## src/rtl/dcbf_pkg.sv

```systemverilog
package dcbf_pkg;

  typedef enum logic [1:0] {
    MF_GP    = 2'b00,
    MF_BAUD  = 2'b01,
    MF_RXRDY = 2'b10,
    MF_ZERO  = 2'b11
  } mf_sel_t;

  // channel select line to register-set index (0 = A, 1 = B)
  function automatic logic chan_index(input logic sel_line);
    return ~sel_line;
  endfunction

  function automatic logic mf_pick(input mf_sel_t s, input logic gp,
                                   input logic baud, input logic rx);
    logic r;
    case (s)
      MF_GP:    r = gp;
      MF_BAUD:  r = baud;
      MF_RXRDY: r = rx;
      default:  r = 1'b0;
    endcase
    return r;
  endfunction

endpackage

```

## src/rtl/bus_decode.sv

```systemverilog
module bus_decode #(
  parameter int NUM_CH = 2
) (
  input  logic              clk,
  input  logic              rst,
  input  logic              cs_n,
  input  logic              chan_sel,
  input  logic              wr_n,
  input  logic              bcast,
  output logic              wr_evt,
  output logic [NUM_CH-1:0] we_vec
);
  import dcbf_pkg::*;

  logic wr_prev;

  always_ff @(posedge clk) begin
    if (rst) wr_prev <= 1'b1;
    else     wr_prev <= wr_n;
  end

  // strobe rise seen at this edge, with chip select active
  assign wr_evt = ~wr_prev & wr_n & ~cs_n;

  for (genvar ch = 0; ch < NUM_CH; ch++) begin : g_we
    assign we_vec[ch] = wr_evt & (bcast | (chan_index(chan_sel) == 1'(ch)));
  end

  a_r2_no_we_without_cs: assert property (@(posedge clk) disable iff (rst)
    cs_n |-> we_vec == '0);
  a_r5_single_commit: assert property (@(posedge clk) disable iff (rst)
    (we_vec != '0) |=> we_vec == '0);
  a_r6_bcast_both: assert property (@(posedge clk) disable iff (rst)
    (bcast && wr_evt) |-> &we_vec);
  a_r3_one_channel: assert property (@(posedge clk) disable iff (rst)
    (!bcast) |-> $onehot0(we_vec));

endmodule

```

## src/rtl/chan_regfile.sv

```systemverilog
module chan_regfile #(
  parameter int DATA_W = 8,
  parameter int ADDR_W = 3
) (
  input  logic              clk,
  input  logic              rst,
  input  logic              we,
  input  logic [ADDR_W-1:0] waddr,
  input  logic [DATA_W-1:0] wdata,
  input  logic [ADDR_W-1:0] raddr,
  output logic [DATA_W-1:0] rdata,
  output logic [DATA_W-1:0] cfg
);
  localparam int DEPTH = 1 << ADDR_W;
  localparam int CFG_IDX = DEPTH - 1;

  logic [DATA_W-1:0] mem [DEPTH];

  always_ff @(posedge clk) begin
    if (rst) begin
      for (int i = 0; i < DEPTH; i++) mem[i] <= '0;
    end else if (we) begin
      mem[waddr] <= wdata;
    end
  end

  assign rdata = mem[raddr];
  assign cfg   = mem[CFG_IDX];

  a_r4_write_lands: assert property (@(posedge clk) disable iff (rst)
    we |=> mem[$past(waddr)] == $past(wdata));
  a_r5_hold_no_we: assert property (@(posedge clk) disable iff (rst)
    !we |=> $stable(cfg));

endmodule

```

## src/rtl/mf_select.sv

```systemverilog
module mf_select (
  input  logic       clk,
  input  logic       rst,
  input  logic [1:0] sel,
  input  logic       gp,
  input  logic       baud,
  input  logic       rx,
  output logic       mf
);
  import dcbf_pkg::*;

  assign mf = mf_pick(mf_sel_t'(sel), gp, baud, rx);

  a_r9_reserved_low: assert property (@(posedge clk) disable iff (rst)
    (sel == 2'b11) |-> !mf);

endmodule

```

## src/rtl/dual_chan_bus_front.sv

```systemverilog
module dual_chan_bus_front #(
  parameter int DATA_W = 8,
  parameter int ADDR_W = 3
) (
  input  logic              clk,
  input  logic              rst,
  input  logic              cs_n,
  input  logic              chan_sel,
  input  logic [ADDR_W-1:0] addr,
  input  logic              wr_n,
  input  logic              rd_n,
  input  logic [DATA_W-1:0] wr_data,
  output logic [DATA_W-1:0] rd_data,
  output logic              rd_oe,
  input  logic [1:0]        gp_lvl,
  input  logic [1:0]        baud_clk,
  input  logic [1:0]        rx_rdy,
  output logic [1:0]        mf_out
);
  import dcbf_pkg::*;

  localparam int NUM_CH = 2;

  logic [NUM_CH-1:0] we_vec;
  logic              wr_evt;
  logic              bcast;
  logic              rd_act;
  logic [DATA_W-1:0] rdata [NUM_CH];
  logic [DATA_W-1:0] cfg   [NUM_CH];
  logic [NUM_CH-1:0] bcast_bits;

  bus_decode #(.NUM_CH(NUM_CH)) u_dec (
    .clk(clk), .rst(rst), .cs_n(cs_n), .chan_sel(chan_sel), .wr_n(wr_n),
    .bcast(bcast), .wr_evt(wr_evt), .we_vec(we_vec)
  );

  for (genvar ch = 0; ch < NUM_CH; ch++) begin : g_ch
    chan_regfile #(.DATA_W(DATA_W), .ADDR_W(ADDR_W)) u_rf (
      .clk(clk), .rst(rst), .we(we_vec[ch]), .waddr(addr), .wdata(wr_data),
      .raddr(addr), .rdata(rdata[ch]), .cfg(cfg[ch])
    );
    assign bcast_bits[ch] = cfg[ch][0];
    mf_select u_mf (
      .clk(clk), .rst(rst), .sel(cfg[ch][2:1]), .gp(gp_lvl[ch]),
      .baud(baud_clk[ch]), .rx(rx_rdy[ch]), .mf(mf_out[ch])
    );
  end

  assign bcast   = |bcast_bits;
  assign rd_act  = ~cs_n & ~rd_n;
  assign rd_oe   = rd_act;
  assign rd_data = rd_act ? rdata[chan_index(chan_sel)] : '0;

  a_r8_idle_bus: assert property (@(posedge clk) disable iff (rst)
    (cs_n || rd_n) |-> (rd_data == '0 && !rd_oe));
  a_r1_cleared: assert property (@(posedge clk)
    $past(rst) |-> (!bcast && mf_out == 2'b00 || gp_lvl != 2'b00));

endmodule

```

## config.mk

```make
export PLATFORM = sky130hd
export DESIGN_NAME = dual_chan_bus_front
export DESIGN_NICKNAME = d
export VERILOG_FILES = /design/src/rtl/dcbf_pkg.sv /design/src/rtl/bus_decode.sv /design/src/rtl/chan_regfile.sv /design/src/rtl/mf_select.sv /design/src/rtl/dual_chan_bus_front.sv
export SDC_FILE = /design/constraint.sdc
export NUM_CORES = 1
export LEC_CHECK = 0
export BUFFER_PORTS_ARGS = -buffer_cell sky130_fd_sc_hd__buf_4
export CORE_UTILIZATION = 30
export CTS_CLUSTER_DIAMETER = 40
export DETAILED_ROUTE_END_ITERATION = 8
export HOLD_SLACK_MARGIN = 0.06
export MAX_ROUTING_LAYER = met4
export SLEW_MARGIN = 20
export SYNTH_ARGS = -nofsm -noshare
export SYNTH_HDL_FRONTEND = slang
export SYNTH_HIERARCHICAL = 1
export SYNTH_SLANG_ARGS = --single-unit
```

## constraint.sdc

```tcl
create_clock -name clk -period 6.2 [get_ports clk]
set_input_delay 0.31 -clock clk [delete_from_list [all_inputs] [get_ports clk]]
set_output_delay 0.31 -clock clk [all_outputs]
set_load 0.01 [all_outputs]
```

### Word level (Yosys, flattened, before mapping)

Memory sizes are Yosys's and may differ from the RTL's.
Cells that the tools add are included.

* muxes and demuxes: 20
* bitwise logic cells: 12
* $lt $le $gt $ge: 1
* divide/modulo/power cells: 0
* multiply operators: 0
* add/sub/neg operators: 0
* reduce and logical (&&, ||, !) cells: 5
* shifts and indexed selects: 0
* eq/ne operators: 4

Operators with widths (number)
* 8-bit 2-to-1 mux: 6
* 8-bit OR reduction: 2
* 1-bit 2-to-1 mux: 10
* 3-bit 2-to-1 mux: 2
* 1-bit one-hot mux with 3 select lines: 2
* 1-bit bitwise AND: 5
* 2-bit by 1-bit equality test with 1-bit output (second input constant): 2
* 2-bit equality test (second input constant): 2
* 2-bit logical NOT: 2
* 1-bit inverter: 4
* 2-bit greater-or-equal comparator (second input constant): 1
* 1-bit inverter with 2-bit output: 1
* 1-bit OR: 2
* 2-bit OR reduction: 1

* bits in latches: 0
* word-level logic and storage cells: 45
* memory bits (writable): 128
* input port bits: 23
* register bits: 1
* memories: 2
* bits in read-only memories: 0

Memory list
* g_ch[0].u_rf.mem: depth 8, width 8, rd ports 2, clocked after memory_dff 0, wr ports 8, RTL line chan_regfile.sv:17 `logic [DATA_W-1:0] mem [DEPTH];`
* g_ch[1].u_rf.mem: depth 8, width 8, rd ports 2, clocked after memory_dff 0, wr ports 8, RTL line chan_regfile.sv:17

### Logic depth before layout (Yosys ltp)

Gate-level depths: netlist (run 1).

* depth in word-level cells: 9
* mapped depth: 7
* gate-level depth less buffers: 5

### By module

The synthesis (run 1) kept the hierarchy.

Modules (own cells, without submodules)
* chan_regfile: instances 2, sequential area each 1921.8 sq um, area each 2987.9 sq um, cells each 193
* dual_chan_bus_front: instances 1, sequential area each 0.0 sq um, area each 145.1 sq um, cells each 21
* bus_decode: instances 1, sequential area each 20.0 sq um, area each 61.3 sq um, cells each 6
* mf_select: instances 2, sequential area each 0.0 sq um, area each 22.5 sq um, cells each 3

### Worst setup path before layout (run 1)

No wires, ideal clock.

* path type: input-to-reg
* from: input port cs_n
* to: memory g_ch[1].u_rf.mem[3][0] (enable)
* stages: 6
* buffers on the path: 2
* slack: 3.961 ns
* data arrival time: 1.865 ns
* data required time: 5.825 ns
* cell sequence: nor3b_2 > a21boi_2 > or3b_2 > buf_2 > buf_2 > o21bai_1

RTL lines
* start, declared: RTL line dual_chan_bus_front.sv:7 `input logic cs_n,`
* end, declared: RTL line chan_regfile.sv:17

==> results of run 1 <==
## critical path: cells and delay by family (launching register included)
kind / cells / cell delay, ns
and+or+nand+nor: 2 / 1.03
DFF: 1 / 0.30
AOI/OAI and AO/OA: 2 / 0.95
## per-layer routing
layer	track usage (%)	up-vias	wire length, µm
li1	-	1698	-
met1	19.53	1927	6426
met2	22.25	163	7038
met3	2.688	10	1000
met4	4.063	0	110
met5	-	-	0
## stage by stage
step	utilization [%]	setup WS [ns]	area, µm²	total power, mW	cells
after floorplan	-	3.961	6227	1.116	419
after global placement	32.46	3.515	6589	1.172	684
after detailed placement	32.46	3.439	6589	1.175	684
after CTS	35.07	3.559	7118	2.061	716
after global routing	35.07	3.382	7118	2.105	716
final	35.07	3.538	7118	2.048	716
## layout make-up
class / instances / area share, %
flip-flops and latches: 129 / 54.28
multi-input cells: 232 / 28.90
clock buffers: 19 / 6.082
well taps: 270 / 4.746
repair buffers: 35 / 3.691
clock inverters: 13 / 1.353
inverters: 18 / 0.9492
## registers in the layout (all words and copies together) (netlist names)
register / flops
g_ch.u_rf/mem: 128
u_dec/wr_prev: 1
## worst paths after layout
| path | to | slack, ns | cells after the start |
|---|---|---|---|
| worst min register to register | g_ch[0].u_rf/mem[5][0] | 1.17 | 5 |
| worst max-delay path | g_ch[1].u_rf/mem[1][4] | 3.54 | 4 |
| worst min-delay path | u_dec/wr_prev | 0.11 | 2 |
| worst max register to register | g_ch[1].u_rf/mem[1][4] | 3.54 | 4 |
## power groups by stage
stage | sequential [mW] | combinational, mW | clock, mW
2_1_floorplan | 1.01 | 0.107 | 0
3_3_place_gp | 1.02 | 0.155 | 0
3_5_place_dp | 1.02 | 0.158 | 0
4_1_cts | 1.00 | 0.158 | 0.903
5_1_grt | 1.00 | 0.168 | 0.935
6_report | 1.00 | 0.158 | 0.891
## layout by cell type, fill, tap and decap left out, drive strengths merged
cell type    n
o21bai      16
mux2        16
mux4        32
clkinv      26
clkbuf      19
bufinv       1
nor2         8
mux2i       10
buf         35
o21ai        2
a21boi       1
or3b         2
o21a         1
or2          5
nor3       128
edfxtp     128
nand2b       4
nand3b       4
dfxtp        1
nand2        2
nor3b        1
clkinvlp     2
inv          2
## cell families after synthesis
family          share of synthesized area, %
mux                                    17.88
buf+inv                                4.923
simple gates                           12.76
flops                                  62.05
compound gates                         2.391
==> out/summary.txt, run 1 <==
CTS tree - built
Yosys top cell area share - 61.72%
combinational power share - 7.7%
post-route setup TNS - 0 ns
slowest CP cell - or3b_2
area of the die - 21340 µm²
clock latency on the worst-skew pair - 0.40 ns
r2r startpoint - u_dec/wr_prev
post-synthesis sequential area ratio - 62.05%
fin. max-slew vios - 0
n_diodes - 0
total wire length - 14580 µm
Port Buf Inserts - 33
synth cell count leaders - edfxtp_1 (128), nor3_1 (128), mux4_1 (30)
clock network power share - 43.5%
leak pwr - 2.412 nW
die height - 146.1 µm
Mapped Nets - 442
Worst-Margin Slew - 0.9859 ns
final hold violations - 0
Total Nets Final - 456
vias - 3798
top cells by area, synth - edfxtp_1 (62%), mux4_1 (13%), nor3_1 (10%)
DR pass1 iterations - 5
Cell Area, Synth - 6227 µm²
Yosys cell types - 27
Async SR Flop Fraction - 0%
Startpoint Class - flop
clock root buffer - clkbuf_16
Routed Antenna Nets - 0
crit path from - u_dec/wr_prev
Final period util - 42.93%
hold path start - wr_n
Multi-input gate area - 2057 µm²
total clock sinks - 129
CTS buffer count - 17
P_int - 1.592 mW
max cap viols - 0
Critical Path Max Stage Delay - 0.77 ns
Post-Synthesis Cells - 419
register area - 3864 µm²
# hold bufs at CTS - 0
Post CTS Setup Buffer Count - 0
DR iter-0 viols - 423
Ports - 34
Layout Skew - 0.006341 ns
hold_ws - 0.1091 ns
DRC Markers - 0
Layout area overhead - 14.31%
row count - 52
CP Cell Sequence - nor3b_2 -> a21boi_2 -> or3b_2 -> o21bai_1
vias per cell - 5.304
DIE WIDTH - 146.1 µm
Worst EP arrival - 2.69 ns
sw frac - 22.29%
Slew HR - 34.14%
syn_area_per_cell - 14.86 µm²
ratio of cells with drive above 1 in the final layout - 19.96%
Post-DP HPWL - 9716 µm
largest net degree at the start of global routing - 41
post-route minimum period - 2.662 ns
Peak supply drop - 0.1606 mV
first-pass GRT wire length - 22110 µm
Most used DFF post-synth - edfxtp_1
vias in the first global route - 3681
Post-synth EDFFs - 128
Total GRT Usage - 14.44%
starting density of the core - 30.68%
CTS max path bufs - 2
Congestion Overflow GR - 0
P per Cell Area - 287.8 nW/µm²
Critical Path RT - 6.23 ns
Crit. End Element - flop
Sequential Power Share - 48.8%
Yosys top cell by area - edfxtp_1
final setup fails - 0
Synth Register Bits - 129
area of the core - 20300 µm²
Layout fillers - 1952
# resized after CTS - 0
Psw - 0.4566 mW
Max H-tree Level - 4
Clock transition at path regs - 0.05 ns
RD Place Congestion - 0.8335
Hold Crit Class - input pin to flop
Synth warnings - 6
outcome - finished clean
CP max FO - 36
initial antenna violation count - 0
Highest Clock Rate - 375.7 MHz
CP Class - flop to flop
RSZ-0062 raised after global routing - false
wire length per cell - 20.36 µm
(Power assumes the default switching activity.)
==> inputs of run 2 (changes only) <==
==> constraint.sdc (replaced) <==
create_clock -name clk -period 2.4 [get_ports clk]
set_input_delay 0.12 -clock clk [delete_from_list [all_inputs] [get_ports clk]]
set_output_delay 0.12 -clock clk [all_outputs]
set_load 0.01 [all_outputs]
==> out/summary.txt, run 2 (synthesis results as in run 1) <==
Congestion Overflow GR - 0 (unchanged)
vias - 3823 (+0.66%)
Worst EP arrival - 2.08 ns (-0.61 ns)
max cap viols - 0 (unchanged)
CP Class - flop to output pin
CTS buffer count - 17 (unchanged)
starting density of the core - 30.68% (unchanged)
Reg with most FFs - g_ch.u_rf/mem
Total GRT Usage - 14.43% (about the same)
Tot Pwr - 5.738 mW (+180%)
P per Cell Area - 771.4 nW/µm² (+170%)
die height - 146.1 µm (unchanged)
combinational power share - 7.7% (about the same)
post-route setup TNS - 0 ns (unchanged)
Slew HR - 37.93% (+3.8 points)
Psw - 1.180 mW (+160%)
most frequent cells in the layout - nor3_1 (128), edfxtp_1 (128), buf_4 (61)
initial antenna violation count - 0 (unchanged)
largest net degree at the start of global routing - 41 (unchanged)
Hold Crit Depth - 2 (unchanged)
DR iter-0 viols - 269 (-36%)
n_diodes - 0 (unchanged)
# resized after CTS - 0 (unchanged)
sw frac - 20.56% (-1.7 points)
Final period util - 91.59%
# hold bufs at CTS - 1 (+1)
max FFs per register - 128 (unchanged)
Worst-Margin Slew - 0.9291 ns (-0.05679 ns)
ratio of cells with drive above 1 in the final layout - 24.05% (+4.1 points)
row count - 52 (unchanged)
total wire length - 14330 µm (-1.7%)
vias per cell - 5.138 (-3.1%)
first-pass GRT wire length - 22130 µm (about the same)
Sequential Power Share - 44.8% (-4.0 points)
Startpoint Class - flop
Post CTS Setup Buffer Count - 0 (unchanged)
hold path start - rst
wire length per cell - 19.27 µm (-5.4%)
Ports - 34 (unchanged)
Placement Setup Slack - 0.2127 ns (-3.226 ns)
Highest Clock Rate - 454.9 MHz
RD Place Congestion - 0.8436 (+1.2%)
vias in the first global route - 3803 (+3.3%)
CTS max path bufs - 2 (unchanged)
clock root buffer - clkbuf_16
WHS Endpoint - u_dec/wr_prev
r2r startpoint - u_dec/wr_prev
final hold violations - 0 (unchanged)
final setup fails - 0 (unchanged)
Routed Antenna Nets - 0 (unchanged)
clock latency on the worst-skew pair - 0.41 ns (about the same)
post-route minimum period - 2.198 ns
R2R setup slack - 0.32 ns (-3.22 ns)
Port Buf Inserts - 33 (unchanged)
total clock sinks - 129 (unchanged)
Layout area overhead - 19.45%
P_int - 4.558 mW (+190%)
area of the die - 21340 µm² (unchanged)
CTS tree - built
Clock transition at path regs - 0.05 ns (about the same)
DP Cell Count - 711 (+3.9%)
Layout Skew - 0.007470 ns (+0.001129 ns)
FF-to-FF End - g_ch[0].u_rf/mem[6][5]
Hold Crit Class - input pin to flop
post-route insts no fill - 744 (+3.9%)
Reg2Reg Depth - 5 (+1)
Peak supply drop - 0.4582 mV (+190%)
fin. max-slew vios - 0 (unchanged)
Crit. End Element - output pin
leak pwr - 2.587 nW (+7.2%)
DRC Markers - 0 (unchanged)
Total Nets Final - 484 (+6.1%)
Top Registers - g_ch.u_rf/mem (128), u_dec/wr_prev (1)
Max H-tree Level - 4 (unchanged)
final worst setup slack - 0.2018 ns (-3.336 ns)
outcome - finished clean
clock network power share - 47.5% (+4.0 points)
RSZ-0062 raised after global routing - false
CP max FO - 1 (-97%)
DIE WIDTH - 146.1 µm (unchanged)
Critical Path RT - 2.28 ns (-3.95 ns)
Post-DP HPWL - 9697 µm (-0.19%)
DR pass1 iterations - 5 (unchanged)
area of the core - 20300 µm² (unchanged)
## run 2: changes by cell type in the layout (fill, tap and decap cells not counted), sizes merged
cell	change
clkinvlp	-1
bufinv	+4
buf	+27
dlygate4sd3	+1
clkinv	-3
## run 2: worst max path at each step
stage / startpoint / slack, ns / to / cells past startpoint
finish: g_ch[0].u_rf/mem[4][4] / 0.20 / rd_data[4] / 5
CTS: addr[0] / 0.17 / rd_data[4] / 6
global route: g_ch[0].u_rf/mem[0][4] / 0.09 / rd_data[4] / 5
floorplan: u_dec/wr_prev / 0.16 / g_ch[1].u_rf/mem[3][0] / 6
detailed placement: addr[0] / 0.21 / rd_data[4] / 6
global placement: addr[0] / 0.22 / rd_data[4] / 6
## run 2: power groups by stage
stage	clock network [mW]	logic (mW)	registers, mW
final	2.72	0.441	2.57
after detailed placement	0	0.441	2.62
after CTS	2.76	0.444	2.57
after global routing	2.84	0.470	2.58
after floorplan	0	0.275	2.61
after global placement	0	0.437	2.62
## run 2: worst max-delay path: stages (launching register included)
cell and delay (ns):
edfxtp_1 0.36, mux4_1 0.53, mux2_2 0.31, mux2i_1 0.25, nor2_1 0.07, buf_4 0.15
## run 2: layout make-up
cell class / instances / area [µm²]
clock buffer: 19 / 432.9
clock inverter: 13 / 191.4
fill: 1923 / 12860
inverter: 18 / 67.56
multi-input combinational: 232 / 2057
sequential: 129 / 3864
tap: 270 / 337.8
timing repair buffer: 63 / 488.0
## run 2: metal layers
metal	part of all wire, %	vias up	wire length, µm	track usage (%)
met2	49	139	7058	22.42
met4	1.5	0	219	4.948
met1	44	1906	6278	18.77
li1	-	1759	-	-
met5	0	-	0	-
met3	5.4	19	777	3.031
## run 2: through the flow
stage                     hold slack [ns]  cell area, µm²  util [%]
final                              0.1028            7438     36.64
after global routing               0.1085            7438     36.64
after CTS                          0.1065            7438     36.64
after detailed placement           0.3466            6804     33.52
after floorplan                    0.2238            6227         -
after global placement             0.3441            6804     33.52
